--- config.mk ---
export PLATFORM = sky130hd
export DESIGN_NAME = dtpwm_top
export DESIGN_NICKNAME = d
export VERILOG_FILES = /design/src/rtl/dtpwm_pkg.sv /design/src/rtl/dtpwm_regs.sv /design/src/rtl/dtpwm_ctrl.sv /design/src/rtl/dtpwm_core.sv /design/src/rtl/dtpwm_top.sv
export SDC_FILE = /design/constraint.sdc
export NUM_CORES = 1
export LEC_CHECK = 0
export BUFFER_PORTS_ARGS = -buffer_cell sky130_fd_sc_hd__buf_4
export CORE_AREA = 2 2 113 115
export DETAILED_ROUTE_END_ITERATION = 6
export DIE_AREA = 0 0 115 117
export GPL_ROUTABILITY_DRIVEN = 1
export SLEW_MARGIN = 5
export SYNTH_ARGS = -nofsm -noshare
export SYNTH_HDL_FRONTEND = slang
export SYNTH_SLANG_ARGS = --single-unit
--- constraint.sdc ---
create_clock -name clk_i -period 3.85 [get_ports clk_i]
set_input_delay 0.385 -clock clk_i [delete_from_list [all_inputs] [get_ports clk_i]]
set_output_delay 0.385 -clock clk_i [all_outputs]
set_load 0.02 [all_outputs]
--- src/rtl/dtpwm_pkg.sv ---
package dtpwm_pkg;
  localparam int ADDR_W = 3;

  typedef enum logic [2:0] {
    A_PER_LO = 3'd0, A_PER_HI = 3'd1,
    A_WID_LO = 3'd2, A_WID_HI = 3'd3,
    A_DT_LO  = 3'd4, A_DT_HI  = 3'd5,
    A_MODE   = 3'd6, A_CTRL   = 3'd7
  } reg_addr_e;

  typedef enum logic [1:0] {
    STOP_INIT = 2'b00,
    STOP_HOLD = 2'b01,
    STOP_EOP  = 2'b10,
    STOP_RSVD = 2'b11
  } stop_mode_e;

  typedef struct packed {
    logic       act_low;
    logic       sup_first;
    logic       one_shot;
    stop_mode_e stop_mode;
  } mode_t;

  localparam int MODE_W    = $bits(mode_t);
  localparam int CTL_START = 0;
  localparam int CTL_REL   = 1;
endpackage

--- src/rtl/dtpwm_regs.sv ---
module dtpwm_regs
  import dtpwm_pkg::*;
#(
  parameter int CNT_W = 10,
  parameter int NREG  = 3
) (
  input  logic              clk_i,
  input  logic              rst_ni,
  input  logic              we_i,
  input  logic [ADDR_W-1:0] addr_i,
  input  logic [7:0]        wdata_i,
  output logic [CNT_W-1:0]  per_o,
  output logic [CNT_W-1:0]  wid_o,
  output logic [CNT_W-1:0]  dt_o,
  output logic [7:0]        rd_byte_o,
  output logic              commit_o
);
  localparam int HI_W = CNT_W - 8;

  logic [NREG-1:0][CNT_W-1:0] sh_q;
  logic [NREG-1:0][CNT_W-1:0] act_q;

  assign commit_o = we_i && (addr_i == A_PER_HI);

  always_ff @(posedge clk_i or negedge rst_ni) begin
    if (!rst_ni) begin
      sh_q  <= '0;
      act_q <= '0;
    end else begin
      for (int i = 0; i < NREG; i++) begin
        if (we_i && addr_i[2:1] == 2'(i)) begin
          if (addr_i[0]) sh_q[i][CNT_W-1:8] <= wdata_i[HI_W-1:0];
          else           sh_q[i][7:0]       <= wdata_i;
        end
      end
      // period high byte arrives with the commit itself
      if (commit_o) begin
        act_q                <= sh_q;
        act_q[0][CNT_W-1:8]  <= wdata_i[HI_W-1:0];
      end
    end
  end

  always_comb begin
    rd_byte_o = '0;
    for (int i = 0; i < NREG; i++) begin
      if (addr_i[2:1] == 2'(i)) begin
        if (addr_i[0]) rd_byte_o = 8'(sh_q[i][CNT_W-1:8]);
        else           rd_byte_o = sh_q[i][7:0];
      end
    end
  end

  assign per_o = act_q[0];
  assign wid_o = act_q[1];
  assign dt_o  = act_q[2];


  act_hold_chk: assert property (@(posedge clk_i) disable iff (!rst_ni)
    !commit_o |=> $stable({per_o, wid_o, dt_o}));
endmodule

--- src/rtl/dtpwm_ctrl.sv ---
module dtpwm_ctrl
  import dtpwm_pkg::*;
(
  input  logic              clk_i,
  input  logic              rst_ni,
  input  logic              we_i,
  input  logic [ADDR_W-1:0] addr_i,
  input  logic [7:0]        wdata_i,
  input  logic              emg_i,
  input  logic              wrap_i,
  input  logic              win_i,
  output logic              run_o,
  output logic              clr_o,
  output logic              sup_o,
  output logic              idle_act_o,
  output mode_t             mode_o,
  output logic              start_o,
  output logic              emg_flag_o
);
  mode_t mode_q;
  logic  run_q, start_q, emg_q, pend_q, first_q, idle_act_q;
  logic  ctrl_wr, mode_wr, go, halt, halt_now;
  logic  unused_w;

  assign unused_w = ^wdata_i[7:MODE_W];

  assign ctrl_wr  = we_i && (addr_i == A_CTRL);
  assign mode_wr  = we_i && (addr_i == A_MODE) && !run_q;
  assign go       = ctrl_wr && wdata_i[CTL_START] && !emg_q && !emg_i;
  assign halt     = ctrl_wr && !wdata_i[CTL_START] && run_q && !emg_i;
  assign halt_now = halt && (mode_q.stop_mode != STOP_EOP);

  assign clr_o = emg_i || go || halt_now;
  assign sup_o = first_q && mode_q.sup_first;

  always_ff @(posedge clk_i or negedge rst_ni) begin
    if (!rst_ni) begin
      mode_q     <= '0;
      run_q      <= 1'b0;
      start_q    <= 1'b0;
      emg_q      <= 1'b0;
      pend_q     <= 1'b0;
      first_q    <= 1'b0;
      idle_act_q <= 1'b0;
    end else begin
      if (mode_wr) mode_q <= mode_t'(wdata_i[MODE_W-1:0]);
      if (ctrl_wr) start_q <= wdata_i[CTL_START];
      if (emg_i) begin
        emg_q      <= 1'b1;
        run_q      <= 1'b0;
        pend_q     <= 1'b0;
        idle_act_q <= 1'b0;
      end else begin
        if (ctrl_wr && wdata_i[CTL_REL] && !start_q) emg_q <= 1'b0;
        if (go) begin
          run_q   <= 1'b1;
          pend_q  <= 1'b0;
          first_q <= 1'b1;
        end else if (halt) begin
          if (mode_q.stop_mode == STOP_EOP) begin
            if (wrap_i) begin
              run_q      <= 1'b0;
              idle_act_q <= 1'b0;
            end else begin
              pend_q <= 1'b1;
            end
          end else begin
            run_q      <= 1'b0;
            idle_act_q <= (mode_q.stop_mode == STOP_HOLD) ? win_i : 1'b0;
          end
        end else if (wrap_i) begin
          first_q <= 1'b0;
          if (pend_q || mode_q.one_shot) begin
            run_q      <= 1'b0;
            pend_q     <= 1'b0;
            idle_act_q <= 1'b0;
          end
        end
      end
    end
  end

  assign run_o      = run_q;
  assign idle_act_o = idle_act_q;
  assign mode_o     = mode_q;
  assign start_o    = start_q;
  assign emg_flag_o = emg_q;


  emg_stop_chk: assert property (@(posedge clk_i) disable iff (!rst_ni)
    emg_i |=> (!run_q && emg_q));

  run_excl_chk: assert property (@(posedge clk_i) disable iff (!rst_ni)
    run_q |-> !emg_q);

  mode_lock_chk: assert property (@(posedge clk_i) disable iff (!rst_ni)
    run_q |=> $stable(mode_q));

  one_shot_chk: assert property (@(posedge clk_i) disable iff (!rst_ni)
    (run_q && wrap_i && mode_q.one_shot && !go && !emg_i) |=> !run_q);
endmodule

--- src/rtl/dtpwm_core.sv ---
module dtpwm_core #(
  parameter int CNT_W = 10
) (
  input  logic             clk_i,
  input  logic             rst_ni,
  input  logic             run_i,
  input  logic             clr_i,
  input  logic             sup_i,
  input  logic [CNT_W-1:0] per_i,
  input  logic [CNT_W-1:0] wid_i,
  input  logic [CNT_W-1:0] dt_i,
  input  logic             emg_i,
  input  logic             act_low_i,
  input  logic             idle_act_i,
  output logic             out_o,
  output logic             irq_o,
  output logic             wrap_o,
  output logic             win_o
);
  logic [CNT_W-1:0] cnt_q;
  logic [CNT_W:0]   win_end;
  logic             irq_q, lvl_act;

  assign win_end = {1'b0, dt_i} + {1'b0, wid_i};
  assign win_o   = (cnt_q >= dt_i) && ({1'b0, cnt_q} < win_end);
  // >= so a period shrunk below the count still wraps
  assign wrap_o  = run_i && (cnt_q >= per_i);

  always_ff @(posedge clk_i or negedge rst_ni) begin
    if (!rst_ni) begin
      cnt_q <= '0;
      irq_q <= 1'b0;
    end else begin
      irq_q <= wrap_o && !sup_i && !clr_i;
      if (clr_i)       cnt_q <= '0;
      else if (run_i)  cnt_q <= wrap_o ? '0 : cnt_q + 1'b1;
    end
  end

  assign lvl_act = run_i ? win_o : idle_act_i;
  assign out_o   = emg_i ? act_low_i : (lvl_act ^ act_low_i);
  assign irq_o   = irq_q;


  irq_at_zero_chk: assert property (@(posedge clk_i) disable iff (!rst_ni)
    irq_o |-> (cnt_q == '0));

  clr_cnt_chk: assert property (@(posedge clk_i) disable iff (!rst_ni)
    clr_i |=> (cnt_q == '0 && !irq_o));
endmodule

--- src/rtl/dtpwm_top.sv ---
module dtpwm_top
  import dtpwm_pkg::*;
#(
  parameter int CNT_W = 10
) (
  input  logic              clk_i,
  input  logic              rst_ni,
  input  logic              we_i,
  input  logic [ADDR_W-1:0] addr_i,
  input  logic [7:0]        wdata_i,
  output logic [7:0]        rdata_o,
  input  logic              emg_i,
  output logic              out_o,
  output logic              irq_o
);
  logic [CNT_W-1:0] per, wid, dt;
  logic [7:0]       reg_byte;
  logic             commit, run, clr, sup, idle_act, start, emg_flag, wrap, win;
  mode_t            mode;

  dtpwm_regs #(.CNT_W(CNT_W), .NREG(3)) i_regs (
    .clk_i, .rst_ni, .we_i, .addr_i, .wdata_i,
    .per_o(per), .wid_o(wid), .dt_o(dt),
    .rd_byte_o(reg_byte), .commit_o(commit)
  );

  dtpwm_ctrl i_ctrl (
    .clk_i, .rst_ni, .we_i, .addr_i, .wdata_i, .emg_i,
    .wrap_i(wrap), .win_i(win),
    .run_o(run), .clr_o(clr), .sup_o(sup), .idle_act_o(idle_act),
    .mode_o(mode), .start_o(start), .emg_flag_o(emg_flag)
  );

  dtpwm_core #(.CNT_W(CNT_W)) i_core (
    .clk_i, .rst_ni, .run_i(run), .clr_i(clr), .sup_i(sup),
    .per_i(per), .wid_i(wid), .dt_i(dt), .emg_i,
    .act_low_i(mode.act_low), .idle_act_i(idle_act),
    .out_o, .irq_o, .wrap_o(wrap), .win_o(win)
  );

  always_comb begin
    case (addr_i)
      A_MODE:  rdata_o = 8'(mode);
      A_CTRL:  rdata_o = {emg_flag, run, 5'b0, start};
      default: rdata_o = reg_byte;
    endcase
  end

  logic unused_c;
  assign unused_c = commit;


  emg_out_chk: assert property (@(posedge clk_i) disable iff (!rst_ni)
    emg_i |-> (out_o == mode.act_low));

  eop_flag_chk: assert property (@(posedge clk_i) disable iff (!rst_ni)
    (run && !start && !emg_i && !wrap && !(we_i && addr_i == A_CTRL)) |=> run);
endmodule

==> results.toml, run 1 <==
[run_status]
status = "finished clean"

[hold_path]
holdCritPathClass = "input pin to asynchronous set/reset pin"

[floorplanning]
io_pins = 25
start_util_pct = 38.9
fp.dieH_um = 117
core_um2 = 12300
row_count = 41
dieArea_um2 = 13500
die-width_um = 115

[worst_setup_path]
cp-start-kind = "register"
worstPathMaxFanout = 3
arrival_ns = 3.46
crit_type = "register to output pin"
reg2regPathDepth = 15
timing.reg2reg.setup_slack_ns = 0.69
crit_required_ns = 3.46
crit_path_end_kind = "output pin"

[sta]
fin_crit_sh_pct = 99.8
finalClockSkew_ns = 0.00817
hold_violations = 0
rsz0062_at_grt = "yes"
maxSlewViolCount = 0
relSlewSlack_pct = 31.2
finalSetupViolCount = 0
period_needed_ns = 3.84
fin_setup_tns_ns = 0
tightest_slew_ns = 1.03
fmax_mhz = 260

[synth]
synthAdderAreaFrac_pct = 10.9
syn_area_um2 = 4790
ys_ff_latch = 82
syn_avg_cell_area_um2 = 10.7
muxShareOfSynthArea_pct = 14.2
synth-edff-count = 0
synth_top_area_share_pct = 42.9
synthSimpleGateAreaFrac_pct = 12.7
seq_area_frac_synth_pct = 42.9
synthTopCellsByCount = "dfrtp_1, mux2_2, nand2_1, ha_1, o21ai_0"
synth_cells = 449
synth_nets = 505
yosysMostFrequentCell = "dfrtp_1"
synthTopCellsByArea = "dfrtp_1, mux2_2, ha_1, nand2_1, o21ai_0"
synth_top_family_by_area = "multiplexers"
synthFlopType = "dfrtp_1"
async_flop_share_pct = 100
yosys_warnings = 0
ys_types = 55
synth_area_leader_cell = "dfrtp_1"
synth-compound-area-share_pct = 12.9
synth_xor_area_share_pct = 2.38

[clocking]
cts_hold_buf = 0
cts_buffer_depth = 2
clk_latency_ns = 0.34
numCtsBuffers = 9
cts.root.buffer_cell = "clkbuf_16"
path_clk_slew_ns = 0.06
cts_htree_levels = 3
cts_tree = "done"
cts_sinks = 82

[global_routing]
antenna_found_initial = 0
track_usage_pct = 17.7
grt_overflow = 0
grt_pass1_wl_um = 17900
grt_pass1_vias = 3319
grt_max_degree = 83

[layout]
antenna_cells = 0
nFillCells = 1192
final_area_um2 = 5440
nNetsFinal = 529
utilization_pct = 44.2
instances_no_fill = 627
layout-drive-gt1-share_pct = 24.9
syn_to_final_growth_pct = 13.5

[routing]
first_pass_iters = 4
drtIter0Drc = 162
wl_per_cell_um = 18.0
routed_via_density = 5.46
drt-total-wl_um = 11300
num_vias = 3424
postRouteAntennaNets = 0
drc_errors = 0

[power_and_ir_drop]
peakVddDrop_uv = 314
p_leak_nw = 2.45
power.total_w = 0.00295
p_per_area_nw_per_um2 = 543

[placed_design]
routabilityCongestion = 0.831
place.port_buffers = 24
hpwlAfterDp_um = 8270
place_area_um2 = 5070
dp.cells = 608

[job]
cap_violations = 0
[metal layers]
| layer | wire (um) | up-vias | track usage (%) |
|---|---|---|---|
| met4 | 244 | 0 | 6.83 |
| met3 | 314 | 16 | 2.73 |
| li1 | - | 1668 | - |
| met1 | 5220 | 1677 | 24.0 |
| met5 | 0 | - | 0 |
| met2 | 5500 | 63 | 28.9 |
[cells in the final DEF (no fill, tap or decap), types with 4 or more instances in the layout]
master and count:
a211oi_1 5, a21o_1 4, a21oi_1 15, and2_1 4
buf_4 29, clkbuf_16 9, dfrtp_1 82, ha_1 38
inv_1 26, mux2_2 47, mux2i_1 4, mux4_2 5
nand2_1 44, nand2b_1 7, nand3_1 8, nor2_1 22
nor2b_1 6, nor3_1 4, o21ai_0 31, o31ai_1 5
xor2_1 10
[flip-flops by register name (all words and copies together) (netlist names)]
name	flops
i_regs.sh_q	30
i_core.cnt_q	10
i_regs.dt_o	10
i_regs.per_o	10
i_regs.wid_o	10
i_ctrl.mode_o	5
i_core.irq_o	1
i_ctrl.emg_flag_o	1
i_ctrl.first_q	1
i_ctrl.idle_act_o	1
i_ctrl.pend_q	1
i_ctrl.run_o	1
i_ctrl.start_o	1
[kinds of logic after synthesis]
kind of cell | after synthesis
buffers and inverters | 43
multiplexers | 56
flip-flops | 82
XOR/XNOR | 13
AND/OR/NAND/NOR | 119
AO/OA/AOI/OAI | 95
adder cells (fa/ha/maj) | 41
[layout make-up]
| type | instances | area, um^2 | area share (%) |
|---|---|---|---|
| timing repair buffer | 29 | 218 | 4.00 |
| clock inverter | 3 | 21.3 | 0.391 |
| inverter | 27 | 101 | 1.86 |
| tap | 150 | 188 | 3.45 |
| sequential | 82 | 2050 | 37.7 |
| multi-input combinational | 324 | 2590 | 47.6 |
| clock buffer | 12 | 267 | 4.90 |
[path summary, 6_finish.rpt]
check | start | endpoint
worst min register to register | i_ctrl.first_q$_DFFE_PN0P_ | i_core.irq_o$_DFF_PN0_
min in group clk_i | emg_i | i_ctrl.pend_q$_DFFE_PN0P_
worst min-delay path | rst_ni | i_ctrl.mode_o[4]$_DFFE_PN0P_
worst max register to register | i_regs.dt_o[1]$_DFFE_PN0P_ | i_ctrl.idle_act_o$_DFFE_PN0P_
worst max-delay path | i_regs.dt_o[1]$_DFFE_PN0P_ | out_o
max in group asynchronous | rst_ni | i_core.cnt_q[2]$_DFFE_PN0P_
[worst max-delay path: stages (launching register included)]
cell      delay, ns
dfrtp_1        0.42
ha_1           0.31
a21o_1         0.18
nand2_1        0.07
a21oi_1        0.08
o31a_1         0.30
o211a_1        0.24
ha_1           0.19
or3_1          0.33
a221oi_2       0.18
o21a_1         0.22
o311ai_4       0.13
a21oi_2        0.17
xor2_1         0.16
buf_4          0.16
[where the power goes]
part	internal, W	switching (W)	leakage [nW]	total, W
Sequential	0.00104	0.000139	1.02	0.00118
Combinational	0.000452	0.000494	1.29	0.000946
Clock	0.000487	0.000338	0.141	0.000825
[timing repair]
item	in CTS	in global routing
gates resized for setup	12	1
buffers inserted	3	1
endpoints found under the hold margin	0	0
setup endpoints to repair	1	1
pin swaps	6	3
[through the flow]
step	setup slack, ns	hold WS, ns
CTS	-0.0329	0.274
global route	-0.137	0.289
detailed placement	0.0428	0.448
finish	0.00728	0.208
floorplan	0.313	0.0894
global placement	0.0978	0.447
No activity file was read; power rests on OpenSTA's default activity.
==> run 2: changes to the inputs <==
clock period = 3.6 ns   (was 3.85 ns; I/O delays follow)
==> run 2 against run 1 <==
  * The run now ends with setup timing left
  * Sequential share of layout area shrank 0.76 points
  * Utilization is 0.90 points higher
  * Non-clock buffer count is 6 higher
  * Via count increased by 2.7%
  * Critical path depth grew 1
  * Critical path type unchanged
  * Largest cell class unchanged
  * Largest power group unchanged
==> results.toml, run 2 (synthesis results as in run 1) <==
[power_and_ir_drop]
pwr-share-clk_pct = 31.2
peakVddDrop_uv = 321
seq_power_share_pct = 36.9
switchingPower_w = 0.00108
p_sw_share_pct = 31.7
p_per_area_nw_per_um2 = 613
p_int_w = 0.00232
power.total_w = 0.00340
p_leak_nw = 2.51
comb_power_share_pct = 31.9

[sta]
timing.hold.ws_ns = 0.191
fin_setup_tns_ns = -0.245
tightest_slew_ns = 1.04
maxSlewViolCount = 0
relSlewSlack_pct = 30.5
rsz0062_at_grt = "yes"
hold_violations = 0
finalClockSkew_ns = 0.00615
period_needed_ns = 3.84
layout_setup_ws_ns = -0.245
fin_crit_sh_pct = 107
fmax_mhz = 260
finalSetupViolCount = 1

[worst_setup_path]
crit_required_ns = 3.24
reg2regPathDepth = 14
cpPeakStageDelay_ns = 0.39
slowest_stage = "dfrtp_1"
worstPathMaxFanout = 3
crit_type = "register to output pin"
crit_chain = "ha_2, buf_4, a21o_1, nand2_1, a21oi_1, o31a_1, o211a_1, ha_2, or3_4, a221oi_2, o21a_1, o311ai_4, a21oi_2, xor2_1, buf_4"
arrival_ns = 3.48
cp-start-kind = "register"
crit_path_end_kind = "output pin"

[routing]
routed_via_density = 5.55
drc_errors = 0
num_vias = 3516
drtIter0Drc = 208
drt-total-wl_um = 11400
postRouteAntennaNets = 0
first_pass_iters = 4
wl_per_cell_um = 18.0

[hold_path]
holdCritPathClass = "input pin to asynchronous set/reset pin"

[clocking]
cts_tree = "done"
clk_latency_ns = 0.34
path_clk_slew_ns = 0.07
cts_htree_levels = 3
numCtsBuffers = 9
cts_buffer_depth = 2
cts.root.buffer_cell = "clkbuf_16"
cts_sinks = 82

[placed_design]
hpwlAfterDp_um = 8270
dp.cells = 613
routabilityCongestion = 0.848
place.port_buffers = 24

[layout]
multi_input_area_um2 = 2600
layout-drive-gt1-share_pct = 26.4
final_cell_mix = "dfrtp_1, mux2_2, nand2_1"
instances_no_fill = 634
final_common_cell = "dfrtp_1"
ff_latch_area_um2 = 2050
antenna_cells = 0
syn_to_final_growth_pct = 15.9
nNetsFinal = 535
top_register = "i_regs.sh_q"
largest_reg_flops = 30
nFillCells = 1159

[floorplanning]
die-width_um = 115
dieArea_um2 = 13500
start_util_pct = 38.9
fp.dieH_um = 117
row_count = 41
io_pins = 25
core_um2 = 12300

[global_routing]
grt_overflow = 0
use_met1_pct = 24.1
grt_busiest_layer = "met2"
grt_pass1_vias = 3390
track_usage_pct = 18.0
grt_max_degree = 83
gr-usage-met2_pct = 29.7
antenna_found_initial = 0
grt_pass1_wl_um = 18300
met3_usage_pct = 2.88

[job]
cap_violations = 0

[run_status]
violations = "setup timing"
status = "finished, violations left"
## run 2: changes by cell type in the layout (fill, tap and decap cells not counted), sizes merged
cell | previous run | this run
buf | 29 | 35
clkbuf | 12 | 10
bufinv | 0 | 3
## run 2: worst max-delay path, delay by kind of cell (launching register included)
kind	cells	cell delay (ns)
flops	1	0.39
buf+inv	2	0.29
simple gates	2	0.39
fa+ha+maj	2	0.39
compound gates	8	1.53
xor+xnor	1	0.16
## run 2: final cells by class
cell class | count | area share [%]
multi-input cells | 324 | 46.9
flip-flops and latches | 82 | 37.0
repair buffers | 35 | 4.74
clock buffers | 10 | 4.13
well taps | 150 | 3.38
clock inverters | 6 | 2.05
inverters | 27 | 1.83
## run 2: per-stage QoR
step                utilization [%]  cell area (um^2)  setup WS, ns
global route                   45.1              5550        -0.416
CTS                            44.8              5520        -0.242
global placement               41.5              5110       -0.0514
finish                         45.1              5550        -0.245
floorplan                         -              4790        0.0885
detailed placement             41.5              5110       -0.0823
## run 2: timing repair
| item | 4_1_cts | 5_1_grt |
|---|---|---|
| pin swaps | 10 | 11 |
| gates resized for setup | 12 | 5 |
| hold buffers | 0 | 0 |
| setup buffers | 3 | 2 |
| endpoints found under the hold margin | 0 | 0 |
| setup endpoints to repair | 1 | 1 |
## run 2: path summary, 6_finish.rpt
kind	to	slack, ns	from
worst max-delay path	out_o	-0.24	i_regs.dt_o[0]$_DFFE_PN0P_
worst min register to register	i_core.irq_o$_DFF_PN0_	0.45	i_ctrl.first_q$_DFFE_PN0P_
worst max register to register	i_ctrl.idle_act_o$_DFFE_PN0P_	0.59	i_regs.dt_o[0]$_DFFE_PN0P_
worst min-delay path	i_ctrl.mode_o[4]$_DFFE_PN0P_	0.19	rst_ni
min in group clk_i	i_ctrl.pend_q$_DFFE_PN0P_	0.25	emg_i
max in group asynchronous	i_regs.per_o[3]$_DFFE_PN0P_	2.73	rst_ni
## run 2: power by group through the flow
stage / registers (W) / clock network [W] / logic, W
2_1_floorplan: 0.00121 / 0 / 0.000737
3_3_place_gp: 0.00127 / 0 / 0.000967
3_5_place_dp: 0.00127 / 0 / 0.000993
4_1_cts: 0.00126 / 0.00107 / 0.00105
5_1_grt: 0.00128 / 0.00111 / 0.00123
6_report: 0.00126 / 0.00106 / 0.00108
## run 2: metal layers
layer	share of wire (%)	vias to the layer above
met3	2.7	18
li1	-	1668
met4	2.0	0
met2	49	58
met5	0	-
met1	46	1772
